File: src/rtl/ctr_pkg.sv
package ctr_pkg;
  typedef enum logic [1:0] {
    OP_HOLD  = 2'd0,
    OP_COUNT = 2'd1,
    OP_LOAD  = 2'd2
  } ctr_op_e;
endpackage

File: src/rtl/ctr_op_decode.sv
module ctr_op_decode
  import ctr_pkg::*;
(
  input  logic    load_n,
  input  logic    cnt_enable,
  input  logic    carry_in,
  output ctr_op_e op
);
  // load beats count, count beats hold; reset is applied in the register
  always_comb begin
    if (!load_n)                      op = OP_LOAD;
    else if (cnt_enable && carry_in)  op = OP_COUNT;
    else                              op = OP_HOLD;
  end
endmodule

File: src/rtl/ctr_next_calc.sv
module ctr_next_calc
  import ctr_pkg::*;
#(
  parameter int unsigned          WIDTH = 4,
  parameter logic [WIDTH-1:0]     LAST  = '1
)(
  input  ctr_op_e          op,
  input  logic [WIDTH-1:0] cur,
  input  logic [WIDTH-1:0] din,
  output logic [WIDTH-1:0] nxt
);
  logic             at_or_past_end;
  logic [WIDTH-1:0] stepped;

  // one compare covers the normal wrap and recovery from out-of-range states
  assign at_or_past_end = (cur >= LAST);
  assign stepped        = at_or_past_end ? '0 : cur + 1'b1;

  always_comb begin
    unique case (op)
      OP_LOAD:  nxt = din;
      OP_COUNT: nxt = stepped;
      default:  nxt = cur;
    endcase
  end
endmodule

File: src/rtl/ctr_state_reg.sv
module ctr_state_reg #(
  parameter int unsigned WIDTH     = 4,
  parameter bit          ASYNC_RST = 1'b1
)(
  input  logic             clk,
  input  logic             rst_n,
  input  logic [WIDTH-1:0] nxt,
  output logic [WIDTH-1:0] q
);
  generate
    if (ASYNC_RST) begin : g_async
      always_ff @(posedge clk or negedge rst_n) begin
        if (!rst_n) q <= '0;
        else        q <= nxt;
      end
    end else begin : g_sync
      always_ff @(posedge clk) begin
        if (!rst_n) q <= '0;
        else        q <= nxt;
      end
    end
  endgenerate
endmodule

File: src/rtl/ctr_tc_gen.sv
module ctr_tc_gen #(
  parameter int unsigned      WIDTH = 4,
  parameter logic [WIDTH-1:0] LAST  = '1
)(
  input  logic [WIDTH-1:0] q,
  input  logic             carry_in,
  output logic             term_cnt
);
  // combinational so a chain settles within one clock period
  assign term_cnt = carry_in && (q == LAST);
endmodule

File: src/rtl/preset_counter_stage.sv
module preset_counter_stage
  import ctr_pkg::*;
#(
  parameter int unsigned WIDTH     = 4,
  parameter bit          DECADE    = 1'b0,
  parameter bit          ASYNC_RST = 1'b1
)(
  input  logic             clk,
  input  logic             rst_n,
  input  logic             load_n,
  input  logic [WIDTH-1:0] preset_d,
  input  logic             cnt_enable,
  input  logic             carry_in,
  output logic [WIDTH-1:0] q,
  output logic             term_cnt
);
  localparam logic [WIDTH-1:0] LAST = DECADE ? WIDTH'(9) : '1;

  ctr_op_e          op;
  logic [WIDTH-1:0] nxt;

  ctr_op_decode u_dec (
    .load_n     (load_n),
    .cnt_enable (cnt_enable),
    .carry_in   (carry_in),
    .op         (op)
  );

  ctr_next_calc #(.WIDTH(WIDTH), .LAST(LAST)) u_next (
    .op  (op),
    .cur (q),
    .din (preset_d),
    .nxt (nxt)
  );

  ctr_state_reg #(.WIDTH(WIDTH), .ASYNC_RST(ASYNC_RST)) u_reg (
    .clk   (clk),
    .rst_n (rst_n),
    .nxt   (nxt),
    .q     (q)
  );

  ctr_tc_gen #(.WIDTH(WIDTH), .LAST(LAST)) u_tc (
    .q        (q),
    .carry_in (carry_in),
    .term_cnt (term_cnt)
  );
endmodule

File: config.mk
export PLATFORM = sky130hd
export DESIGN_NAME = preset_counter_stage
export DESIGN_NICKNAME = d
export VERILOG_FILES = /design/src/rtl/ctr_pkg.sv /design/src/rtl/ctr_op_decode.sv /design/src/rtl/ctr_next_calc.sv /design/src/rtl/ctr_state_reg.sv /design/src/rtl/ctr_tc_gen.sv /design/src/rtl/preset_counter_stage.sv
export SDC_FILE = /design/constraint.sdc
export NUM_CORES = 1
export LEC_CHECK = 0
export ABC_AREA = 0
export BUFFER_PORTS_ARGS = -buffer_cell sky130_fd_sc_hd__clkbuf_2
export CAP_MARGIN = 20
export CORE_AREA = 2 2 39 41
export DETAILED_ROUTE_END_ITERATION = 10
export DIE_AREA = 0 0 41 43
export MAX_ROUTING_LAYER = met4
export PLACE_DENSITY = 0.5
export SYNTH_ARGS = -nofsm -noshare
export SYNTH_HDL_FRONTEND = slang
export SYNTH_SLANG_ARGS = --single-unit
File: constraint.sdc
create_clock -name clk -period 1.3 [get_ports clk]
set_clock_uncertainty 0.2 [all_clocks]
set_input_delay 0.065 -clock clk [delete_from_list [all_inputs] [get_ports clk]]
set_output_delay 0.065 -clock clk [all_outputs]
set_load 0.05 [all_outputs]
==> metrics.md, run 1 <==
| Metric | Value |
|---|---|
| Type of origin of the critical path | `register` |
| Status | `finished, violations left` |
| Via count | `just under 300` |
| CTS tree | `done` |
| Worst Tran Pin Value | `~0.28 ns` |
| Met3 Use GR | `under 10%` |
| Synth top area cells | `dfrtp_1 (42%), a21oi_1 (6.3%), ha_1 (5.3%)` |
| EDFF count, synth | `0` |
| Setup Crit Path Kind | `register to output port` |
| M2 GR Usage | `around 16%` |
| Syn nets | `35` |
| Share of the yosys chip area belonging to registers | `42.1%` |
| Final core occ | `36.3%` |
| Crit-path max cell delay | `0.42 ns` |
| Predominant post-synthesis flop cell | `dfrtp_1` |
| Cell Area, Synth | `238 µm²` |
| Async S/R FF share, synth | `100%` |
| CP cell instances | `ha_4, and4_4, clkbuf_16` |
| Total Power | `about 500 µW` |
| GRT overflow | `0` |
| Gr busiest metal | `met2` |
| FF+latch area | `105 µm²` |
| Most common cell in the netlist | `dfrtp_1` |
| Unique masters post-synth | `17` |
| Worst-Skew Late Latency | `~0.23 ns` |
| Boundary Pins | `14` |
| Worst Path Max Fanout | `4` |
| Pin count of the biggest net entering global routing | `10` |
| Hold Vio Cnt, Final | `0` |
| R2R Path End | `u_reg.q[0]$_DFFE_PN0P_` |
| Post-Place Cells | `55` |
| Critical-path top delay cell | `dfrtp_2` |
| GRT Util Overall | `11.1%` |
| Post-DRT Antenna Nets | `0` |
| Slew Limit Headroom | `81.6%` |
| Min-Delay Path Depth | `3` |
| WHS | `0.0620 ns` |
| WP data arrival | `about 1.1 ns` |
| Rows | `14` |
| Port Buffers | `13` |
| Biggest regs | `u_reg.q (4)` |
| Die area | `around 1800 µm²` |
| Clk sink count | `4` |
| Syn Area/Cell | `9.51 µm²` |
| # DRC | `0` |
| Number of fill cells | `about 150` |
| Multi-input logic area | `155 µm²` |
| Post-layout instance area | `~500 µm²` |
| H-tree Lvls | `1` |
| Lkg Pwr | `0.000220 µW` |
| Synthesis-to-finish area growth | `112%` |
| Hold path start | `cnt_enable` |
| Vias in the first global route | `around 300` |
| Commonest cells post-synth | `dfrtp_1 (4), a21oi_1 (3), nor2_1 (3), nand3_1 (2)` |
| Unrepaired setup endpoints after global routing | `yes` |
| Post-layout min period | `1.40 ns` |
| CP endpoint kind | `output port` |
| CTS clk-pin slew, worst paths | `around 0.040 ns` |
| F_max | `around 710 MHz` |
| Setup-failing EPs final | `3` |
| Fin cells | `between 60 and 70` |
| RR Startpoint | `u_reg.q[0]$_DFFE_PN0P_` |
| DR iter-0 viols | `3` |
| Share of cells above drive strength 1 | `54.9%` |
| Drt total wl | `812 µm` |
| HP Class | `input pin to register` |
| Die Span X | `a little over 40 µm` |
| Initial antenna violation count | `0` |
| Fin nets | `63` |
| Pre-antenna DRT Iters | `2` |
| Max-slew violations | `0` |
| Core ar. | `approximately 1400 µm²` |
| Final setup margin | `-0.101 ns` |
| RePlAce Congestion | `0.695` |
| Antenna cell count | `0` |
| Worst R2R Path Depth | `4` |
| Final period utilization | `108%` |
| CP required | `around 1 ns` |
| Num CTS Buffers | `3` |
| Max clock buf depth | `2` |
| Met1 usage | `roughly 12%` |
| Failing checks | `setup timing` |
| Max reg flops | `4` |
| YS warnings | `0` |
| Flops & latches, synth | `4` |
| Initial Util | `between 10% and 20%` |
| Die Height | `43 µm` |
| Avg WL per Cell | `12.1 µm` |
| # Max-Cap Violations | `0` |
| Pwr Density | `between 1000 and 1500 nW/µm²` |
| First-pass GRT wire length | `1230 µm` |
| Routed vias/inst | `approximately 4.4` |
| Yosys top cell area share | `between 40% and 50%` |
| Top reg by flops | `u_reg.q` |
| Placed Area | `350 µm²` |
| Mapped Cells | `25` |
| Peak VDD IR | `around 0.33 mV` |
| Root Driver | `clkbuf_4` |
| R2R Setup Slk | `-0.09 ns` |
| WHS Endpoint | `u_reg.q[3]$_DFFE_PN0P_` |
| Yosys top cell by area | `dfrtp_1` |
## worst max path at each step
| stage | start | to | slack (ns) |
|---|---|---|---|
| CTS | u_reg.q[0]$_DFFE_PN0P_ | term_cnt | -0.11 |
| detailed placement | u_reg.q[0]$_DFFE_PN0P_ | u_reg.q[0]$_DFFE_PN0P_ | 0.02 |
| global placement | u_reg.q[0]$_DFFE_PN0P_ | u_reg.q[0]$_DFFE_PN0P_ | 0.02 |
| global route | u_reg.q[0]$_DFFE_PN0P_ | term_cnt | -0.14 |
| floorplan | u_reg.q[0]$_DFFE_PN0P_ | u_reg.q[0]$_DFFE_PN0P_ | -0.11 |
| finish | u_reg.q[0]$_DFFE_PN0P_ | term_cnt | -0.10 |
## power by group
group / switching (µW) / leakage (µW) / internal (µW)
Sequential: 20.2 / 0.0000421 / 142
Clock: 49.7 / 0.0000138 / 103
Combinational: 110 / 0.000164 / 88.0
## critical path, delay by kind of cell (launching register included)
kind	cells	cell delay, ns
fa+ha+maj	1	0.17
buf+inv	1	0.16
flops	1	0.42
simple gates	1	0.14
## cells by family (layout without fill, tap and decap cells)
group,Yosys count,after routing,synth area share (%)
muxes,1,1,4.21
and+or+nand+nor,9,9,21.1
AOI/OAI and AO/OA,7,7,20.0
adders and majority gates,1,1,5.26
buffers and inverters,2,28,3.68
DFF,4,4,42.1
xor gates and xnor gates,1,1,3.68
## metal layers
metal / vias to the layer above / share of wire, %
met5: - / 0
met2: 13 / 47
met3: 0 / 7.9
li1: 145 / -
met1: 137 / 45
met4: 0 / 0
## cell type report
cell class / count / area share, %
Tap cell: 16 / 3.98
Timing Repair Buffer: 24 / 39.1
Multi-Input combinational cell: 19 / 30.8
Sequential cell: 4 / 20.9
Inverter: 1 / 0.746
Clock buffer: 3 / 4.48
## through the flow
step,setup WS [ns],TNS [ns]
detailed placement,0.0227,0
floorplan,-0.108,-0.329
finish,-0.101,-0.206
global placement,0.0213,0
CTS,-0.108,-0.338
global route,-0.137,-0.390
## timing repair
item / in CTS / in global routing
pin swaps: 1 / 4
setup endpoints to repair: 3 / 6
gates resized for setup: 6 / 5
endpoints found under the hold margin: 8 / 0
gates cloned: 0 / 0
hold buffers: 8 / 0
buffers inserted: 1 / 0
## layout by cell type (no fill, tap or decap), types with 3 or more instances in the layout
master / n
clkbuf_2: 10
nor2_1: 3
dlygate4sd3_1: 8
buf_4: 4
dfrtp_2: 4
clkbuf_4: 3
a21oi_1: 3
No activity file was read; power rests on OpenSTA's default activity.
==> run 2, diff against run 1 <==
Settings changed: SETUP_SLACK_MARGIN set to 0.15.
==> run 2 against run 1 <==
Effect of this change: the flow still finishes with violations (setup timing); clock power is essentially flat; via count grew 1.7%; core utilization grew 4.4 points; sequential share of layout area shrank 2.3 points; clock-buffer cell count is the same; non-clock buffer count grew 2; critical endpoint unchanged; largest cell class unchanged.
==> metrics.md, run 2 (same netlist as run 1, synthesis figures left out) <==
| Metric | Value |
|---|---|
| Status | `finished, violations left (unchanged)` |
| Failing checks | `setup timing (unchanged)` |
| Die area | `1760 µm² (unchanged)` |
| Unrepaired setup endpoints after global routing | `yes (unchanged)` |
| Pin count of the biggest net entering global routing | `7 (was 10)` |
| # Max-Cap Violations | `0 (unchanged)` |
| Post-route setup TNS | `-0.257 ns (was -0.206 ns)` |
| HP Class | `input pin to register (unchanged)` |
| Core ar. | `1380 µm² (unchanged)` |
| Clk network pwr share | `27.9% (was 29.8%)` |
| Drt total wl | `816 µm (was 812 µm)` |
| Max-slew violations | `0 (unchanged)` |
| Max reg flops | `4 (unchanged)` |
| Max clock buf depth | `2 (unchanged)` |
| Worst Tran Pin Value | `0.223 ns (was 0.278 ns)` |
| First-pass GRT wire length | `1380 µm (was 1230 µm)` |
| Final period utilization | `108% (about the same)` |
| CP endpoint kind | `output port (unchanged)` |
| CTS tree | `done (unchanged)` |
| Type of origin of the critical path | `register (unchanged)` |
| # DRC | `0 (unchanged)` |
| Hold path start | `cnt_enable (unchanged)` |
| Num CTS Buffers | `3 (unchanged)` |
| Slew Limit Headroom | `85.1% (was 81.6%)` |
| Routed vias/inst | `4.35 (was 4.40)` |
| WP data arrival | `1.14 ns (about the same)` |
| Initial antenna violation count | `0 (unchanged)` |
| Critical-path top delay cell | `dfrtp_2 (unchanged)` |
| CTS clk-pin slew, worst paths | `0.04 ns (about the same)` |
| Worst R2R Path Depth | `4 (unchanged)` |
| Post-DRT Antenna Nets | `0 (unchanged)` |
| Boundary Pins | `14 (unchanged)` |
| Initial Util | `17.2% (unchanged)` |
| Sw Ratio | `33.3% (was 35.0%)` |
| Synthesis-to-finish area growth | `137% (was 112%)` |
| Avg WL per Cell | `11.8 µm (was 12.1 µm)` |
| Top reg by flops | `u_reg.q (unchanged)` |
| Total Power | `551 µW (was 513 µW)` |
| H-tree Lvls | `1 (unchanged)` |
| Critical path buffer and inverter count | `1 (unchanged)` |
| Lkg Pwr | `0.000247 µW (was 0.000220 µW)` |
| Clk sink count | `4 (unchanged)` |
| Fin nets | `65 (was 63)` |
| Vias in the first global route | `332 (was 301)` |
| Hold Vio Cnt, Final | `0 (unchanged)` |
| RePlAce Congestion | `0.695 (unchanged)` |
| Sequential power share | `29.5% (was 31.7%)` |
| Post-layout min period | `1.40 ns (about the same)` |
| Setup-failing EPs final | `4 (was 3)` |
| Most frequent cells in the layout | `dlygate4sd3_1 (10), clkbuf_2 (8), dfrtp_2 (4) (was clkbuf_2 (10), dlygate4sd3_1 (8), buf_4 (4), dfrtp_2 (4))` |
| Min-Delay Path Depth | `3 (unchanged)` |
| Net switching power | `184 µW (was 179 µW)` |
| Int Pwr | `367 µW (was 333 µW)` |
| CP cell instances | `ha_4, and4_4, clkbuf_16 (unchanged)` |
| Crit path depth | `3 (unchanged)` |
| Pwr Density | `977 nW/µm² (was 1020 nW/µm²)` |
| Comb pwr share | `42.6% (was 38.5%)` |
| GRT Util Overall | `12.4% (was 11.1%)` |
| Number of fill cells | `140 (was 145)` |
| Delay-heaviest family, CP | `flip-flops (unchanged)` |
| Root Driver | `clkbuf_4 (unchanged)` |
| Post-layout instance area | `564 µm² (was 503 µm²)` |
| Port Buffers | `13 (unchanged)` |
| Final setup margin | `-0.103 ns (was -0.101 ns)` |
| Placed Area | `350 µm² (unchanged)` |
| Worst-Skew Late Latency | `0.23 ns (about the same)` |
| Setup Crit Path Kind | `register to output port (unchanged)` |
| Die Span X | `41 µm (unchanged)` |
| Worst Path Max Fanout | `4 (unchanged)` |
| DR iter-0 viols | `1 (was 3)` |
| Peak VDD IR | `0.334 mV (was 0.328 mV)` |
| Commonest non-fill, non-tap cell in the layout | `dlygate4sd3_1 (was clkbuf_2)` |
| Die Height | `43 µm (unchanged)` |
| F_max | `713 MHz (was 714 MHz)` |
| Pre-antenna DRT Iters | `3 (was 2)` |
| CP required | `1.03 ns (about the same)` |
| R2R Setup Slk | `-0.08 ns (was -0.09 ns)` |
| WHS Endpoint | `u_reg.q[3]$_DFFE_PN0P_ (unchanged)` |
| Crit-path max cell delay | `0.43 ns (was 0.42 ns)` |
| GRT overflow | `0 (unchanged)` |
| RR Startpoint | `u_reg.q[0]$_DFFE_PN0P_ (unchanged)` |
| Antenna cell count | `0 (unchanged)` |
| R2R Path End | `u_reg.q[0]$_DFFE_PN0P_ (unchanged)` |
| Share of cells above drive strength 1 | `50.9% (was 54.9%)` |
| Biggest regs | `u_reg.q (4) (unchanged)` |
| Via count | `300 (was 295)` |
| Rows | `14 (unchanged)` |
[run 2: cell types whose count changed in the layout (fill, tap and decap cells not counted), sizes merged]
cell	previous run	this run
dlygate4sd3	8	10
[run 2: power by group through the flow]
| stage | clock (µW) | sequential (µW) | combinational (µW) |
|---|---|---|---|
| 2_1_floorplan | 0 | 213 | 49.9 |
| 3_3_place_gp | 0 | 162 | 155 |
| 3_5_place_dp | 0 | 163 | 155 |
| 4_1_cts | 163 | 162 | 224 |
| 5_1_grt | 177 | 165 | 254 |
| 6_report | 154 | 162 | 235 |
[run 2: final cells by class]
type                       instances  area (µm²)  area share, %
inverter                           1        3.75          0.665
clock buffer                       3        22.5           3.99
timing repair buffer              26         264           46.8
tap                               16        20.0           3.55
sequential                         4         105           18.6
multi-input combinational         19         149           26.4
[run 2: timing repair]
action,CTS,global route
endpoints found under the hold margin,8,0
endpoints found under the setup margin,9,9
resized for setup,13,4
buffers inserted,1,0
pin swaps,1,3
hold buffers,10,0
[run 2: worst max path at each step]
stage	startpoint	end	slack, ns
2_1_floorplan	u_reg.q[0]$_DFFE_PN0P_	u_reg.q[0]$_DFFE_PN0P_	-0.11
3_3_place_gp	u_reg.q[0]$_DFFE_PN0P_	u_reg.q[0]$_DFFE_PN0P_	0.02
3_5_place_dp	u_reg.q[0]$_DFFE_PN0P_	u_reg.q[0]$_DFFE_PN0P_	0.02
4_1_cts	u_reg.q[0]$_DFFE_PN0P_	term_cnt	-0.11
5_1_grt	u_reg.q[0]$_DFFE_PN0P_	term_cnt	-0.14
6_report	u_reg.q[0]$_DFFE_PN0P_	term_cnt	-0.10
[run 2: worst reg2reg max path, delay by kind of cell, from the launching register on]
kind	cells	cell delay, ns
DFF	1	0.43
AOI/OAI and AO/OA	2	0.40
adders and majority gates	1	0.17
buffers and inverters	1	0.11
[run 2: layer usage]
layer,track usage [%],up-vias,share of wire (%)
met5,-,-,0
met4,10.0,0,0
met3,1.57,0,6.3
met2,18.4,13,49
met1,14.0,136,45
li1,-,151,-
[run 2: per-stage QoR]
| step | cells | worst slack (ns) | hold slack, ns | util (%) |
|---|---|---|---|---|
| 6_report | 69 | -0.103 | 0.0409 | 40.8 |
| 5_1_grt | 69 | -0.137 | 0.0550 | 40.8 |
| 4_1_cts | 69 | -0.108 | 0.0336 | 40.0 |
| 3_5_place_dp | 55 | 0.0227 | -0.314 | 25.3 |
| 3_3_place_gp | 55 | 0.0213 | -0.318 | 25.3 |
| 2_1_floorplan | 25 | -0.108 | -0.431 | - |
